$ cat config.mk
export PLATFORM = sky130hd
export DESIGN_NAME = sdram_init_seq
export DESIGN_NICKNAME = d
export VERILOG_FILES = /design/src/rtl/sdram_init_seq.sv
export SDC_FILE = /design/constraint.sdc
export NUM_CORES = 1
export LEC_CHECK = 0
export CAP_MARGIN = 20
export CORE_MARGIN = 2
export CORE_UTILIZATION = 55
export CTS_CLUSTER_DIAMETER = 50
export DETAILED_ROUTE_END_ITERATION = 7
export DONT_BUFFER_PORTS = 1
export HOLD_SLACK_MARGIN = 0.15
export PLACE_DENSITY = 0.67
export SYNTH_ARGS = -nofsm -noshare
export SYNTH_HDL_FRONTEND = slang
export SYNTH_SLANG_ARGS = --single-unit
$ cat constraint.sdc
create_clock -name clk -period 3.3 [get_ports clk]
set_clock_uncertainty 0.1 [all_clocks]
set_input_delay 0.165 -clock clk [delete_from_list [all_inputs] [get_ports clk]]
set_output_delay 0.165 -clock clk [all_outputs]
set_load 0.03 [all_outputs]
$ cat src/rtl/sdram_init_seq.sv
module sdram_init_seq #(
  parameter int WAIT_CYCLES = 5000,
  parameter int REFRESHES   = 2,
  parameter int MODE_W      = 13,
  parameter int CAS_LAT     = 3,
  parameter int BURST_LEN   = 8,
  parameter bit INTERLEAVE  = 1'b0,
  parameter bit SINGLE_WR   = 1'b0
) (
  input  logic              clk,
  input  logic              rst_n,
  input  logic              en_async,
  input  logic              cmd_ack,
  output logic              cmd_req,
  output logic [1:0]        cmd_code,
  output logic [MODE_W-1:0] mode_word,
  output logic              init_done
);

  localparam int WCW = $clog2(WAIT_CYCLES + 1);
  localparam int RCW = $clog2(REFRESHES + 1);
  localparam int BL_CODE = (BURST_LEN == 1) ? 0 :
                           (BURST_LEN == 2) ? 1 :
                           (BURST_LEN == 4) ? 2 :
                           (BURST_LEN == 8) ? 3 : 7;
  localparam int MODE_INT = (int'(SINGLE_WR) << 9) | ((CAS_LAT & 7) << 4) |
                            (int'(INTERLEAVE) << 3) | BL_CODE;

  typedef enum logic [2:0] {S_IDLE, S_WAIT, S_PRE, S_REF, S_LMR, S_DONE} state_t;

  state_t          state;
  logic            en_s1, en_s2;
  logic [WCW-1:0]  wcnt;
  logic [RCW-1:0]  rcnt;

  assign mode_word = MODE_W'(MODE_INT);
  assign cmd_req   = (state == S_PRE) || (state == S_REF) || (state == S_LMR);
  assign cmd_code  = (state == S_PRE) ? 2'd1 :
                     (state == S_REF) ? 2'd2 :
                     (state == S_LMR) ? 2'd3 : 2'd0;
  assign init_done = (state == S_DONE);

  always_ff @(posedge clk or negedge rst_n) begin
    if (!rst_n) begin
      en_s1 <= 1'b0;
      en_s2 <= 1'b0;
    end else begin
      en_s1 <= en_async;
      en_s2 <= en_s1;
    end
  end

  always_ff @(posedge clk or negedge rst_n) begin
    if (!rst_n) begin
      state <= S_IDLE;
      wcnt  <= '0;
      rcnt  <= '0;
    end else begin
      case (state)
        S_IDLE: if (en_s2) begin
          state <= S_WAIT;
          wcnt  <= WCW'(WAIT_CYCLES - 1);
        end
        S_WAIT: begin
          if (wcnt == '0) state <= S_PRE;
          else            wcnt  <= wcnt - 1'b1;
        end
        S_PRE: if (cmd_ack) begin
          state <= S_REF;
          rcnt  <= RCW'(REFRESHES - 1);
        end
        S_REF: if (cmd_ack) begin
          if (rcnt == '0) state <= S_LMR;
          else            rcnt  <= rcnt - 1'b1;
        end
        S_LMR:   if (cmd_ack) state <= S_DONE;
        S_DONE:  state <= S_DONE;
        default: state <= S_IDLE;
      endcase
    end
  end


  req_hold_chk: assert property (@(posedge clk) disable iff (!rst_n)
    (cmd_req && !cmd_ack) |=> (cmd_req && $stable(cmd_code)));


  done_sticky_chk: assert property (@(posedge clk) disable iff (!rst_n)
    init_done |=> (init_done && !cmd_req));


  done_rise_chk: assert property (@(posedge clk) disable iff (!rst_n)
    $rose(init_done) |-> $past(cmd_req && cmd_ack && cmd_code == 2'd3));


  first_cmd_chk: assert property (@(posedge clk) disable iff (!rst_n)
    $rose(cmd_req) |-> (cmd_code == 2'd1));


  no_start_chk: assert property (@(posedge clk) disable iff (!rst_n)
    (!en_s2 && state == S_IDLE) |=> !cmd_req);

endmodule

==> results.yml <==
outcome:
  status: "finished, final reports clean"
power_and_ir_drop:
  leakage_uw: 0.000575
  p_per_area_nw_per_um2: 327
  ir_drop_mv: 0.291
die:
  fp.dieH_um: 51.4
  die_area_um2: 2650
  coreArea_um2: 2170
  rows: 17
  initial_core_util_pct: 57.0
  die_w_um: 51.4
  ioPinCount: 21
timing:
  layout_worst_path_cycle_share_pct: 70.1
  rsz0062_at_grt: "no"
  slew_viol_final: 0
  hold_viol: 0
  worst_slew_pin_slew_ps: 949
  fmax_mhz: 432
  layout_min_cycle_time_ps: 2310
  slew_headroom_pct: 36.0
  tns_ps: 0
  setup_viol: 0
detailed_routing:
  met2_length_mm: 1.10
  wl_mm: 2.37
  avgViaCountPerCell: 5.69
  dr.max_layer_used: "met4"
  route.detailed.drc: 0
  num_vias: 951
  antenna_left: 0
  drt-met1-wl_mm: 1.10
  firstDrtPassIters: 4
  met3_length_um: 116
  drt-initial-drc-count: 10
  wl_per_cell_um: 14.2
cts:
  cts_setup_buffers: 0
  cts_buffers: 3
  numClockSinks: 20
  clk_latency_ps: 310
  cts_tree: "yes"
  clk_pin_slew_ps: 100
  htree_num_levels: 1
  clockRootBuffer: "clkbuf_4"
  clock_path_buffers: 2
setup_path:
  worst_path_dominant_cell_family: "simple AND/OR/NAND/NOR gates"
  path_class: "reg -> reg"
  cp_data_arrival_time_ps: 2440
  required_ps: 3430
  worst-path-stages: 6
  path_cells: "inv_1 -> ha_1 -> nor3b_1 -> nand3_1 -> a2111oi_0 -> mux2i_1"
  worstPathBufferInverterCount: 1
  critPathMaxFanout: 5
  worst_setup_path_start_kind: "register"
  crit_slowest_cell: "a2111oi_0"
  cp_slowest_stage_delay_ps: 520
  r2r_cells: 6
  critPathCaptureType: "register"
logic_synthesis:
  synthCells: 135
  synthArstFlopShare_pct: 100
  synth_top_area_share_pct: 40.4
  yosysTopAreaCell: "dfrtp_1"
  synth_ff_type: "dfrtp_1"
  synth.distinct_cells: 41
  synth_edf_count: 0
  synth-seq-cells: 20
  syn_avg_cell_area_um2: 9.17
  ys_top_cells_by_area: "dfrtp_1, buf_4, mux2i_1"
  synth_warnings: 0
  synth.yosys.seq_area_share_pct: 40.4
  synth_area_um2: 1240
min_path:
  hold_path_depth: 0
  hold_path.class: "reg -> reg"
placed_design:
  place.gp.congestion: 0.846
  port_buffers: 0
  hpwl_mm: 1.75
grt:
  grt_pass1_vias: 925
  grt_max_degree: 21
  grt.overflow.total: 0
  groute.usage.overall_pct: 21.2
  grt_pass1_wl_mm: 4.12
  antenna_found_initial: 0
final_layout:
  final_core_util_pct: 59.1
  drive_above_1_share_pct: 10.1
  diodes: 0
  nNetsFinal: 147
  area_growth_pct: 3.54
job:
  drv_cap: 0
## worst reg2reg max path: stages, from the launching register on
cell and delay [ps]:
dfrtp_1 440, inv_1 100, ha_1 200, nor3b_1 380, nand3_1 240, a2111oi_0 520, mux2i_1 250
## repair_timing
action / CTS / global route
hold buffers: 3 / 0
endpoints found under the hold margin: 26 / 0
resized for setup: 0 / 0
## registers in the layout, summed over array words and instances, names as in the netlist
name   flops
wcnt      13
rcnt       2
state      3
en_s2      1
en_s1      1
## kinds of logic after synthesis
| family | after synthesis | share of synthesized area, % |
|---|---|---|
| compound gates | 29 | 15.4 |
| fa+ha+maj | 3 | 3.03 |
| buf+inv | 20 | 10.1 |
| flops | 20 | 40.4 |
| mux | 6 | 4.85 |
| other cells | 2 | 0.607 |
| simple gates | 55 | 25.6 |
## cells in the mapped netlist (all sizes together), types with 3 or more instances
cell,number
nand2,10
inv,5
buf,14
nor2,15
and2,3
a21oi,4
or4,3
o21ai,12
ha,3
dfrtp,20
mux2i,6
nand3,6
## worst paths after layout
check	start	slack (ps)	end
max	wcnt[0]	990	wcnt[8]
max in group asynchronous	rst_n	2240	wcnt[7]
min in group asynchronous	rst_n	310	state[2]
max reg2reg	wcnt[0]	990	wcnt[8]
min reg2reg	en_s1	260	en_s2
min	en_s1	260	en_s2
## power breakdown
part,switching (uW),total (uW),internal (uW)
Sequential,0.702,247,246
Combinational,25.7,29.2,3.47
Clock,75.5,143,67.4
## cell usage in the layout (no fill, tap or decap), types with 3 or more instances in the layout
| cell | count |
|---|---|
| dfrtp_1 | 20 |
| nor2_1 | 15 |
| conb_1 | 13 |
| o21ai_0 | 11 |
| nand2_1 | 10 |
| nand3_1 | 6 |
| mux2i_1 | 6 |
| inv_1 | 5 |
| a21oi_1 | 4 |
| and2_1 | 3 |
| ha_1 | 3 |
| clkbuf_4 | 3 |
| dlygate4sd3_1 | 3 |
## per-stage QoR
stage          setup WS, ps  hold slack, ps  total power, uW  instances  cell area (um2)
2_1_floorplan          1320            -231              284        146             1280
3_5_place_dp           1040            -230              273        160             1210
3_3_place_gp           1180            -230              273        160             1210
6_report                987             262              419        167             1280
4_1_cts                1000             266              424        167             1280
5_1_grt                 774             281              438        167             1280
## per-layer routing
layer	GRT usage (%)	up-vias
li1	-	469
met1	27.7	450
met2	32.7	26
met3	6.14	6
met4	9.21	0
met5	0	-
## cell type report
type	instances	area (um2)
multi-input cells	106	653
well taps	28	35.0
fillers	195	888
inverters	5	18.8
repair buffers	4	37.5
flip-flops and latches	20	500
clock buffers	4	36.3
(Power assumes the default switching activity.)
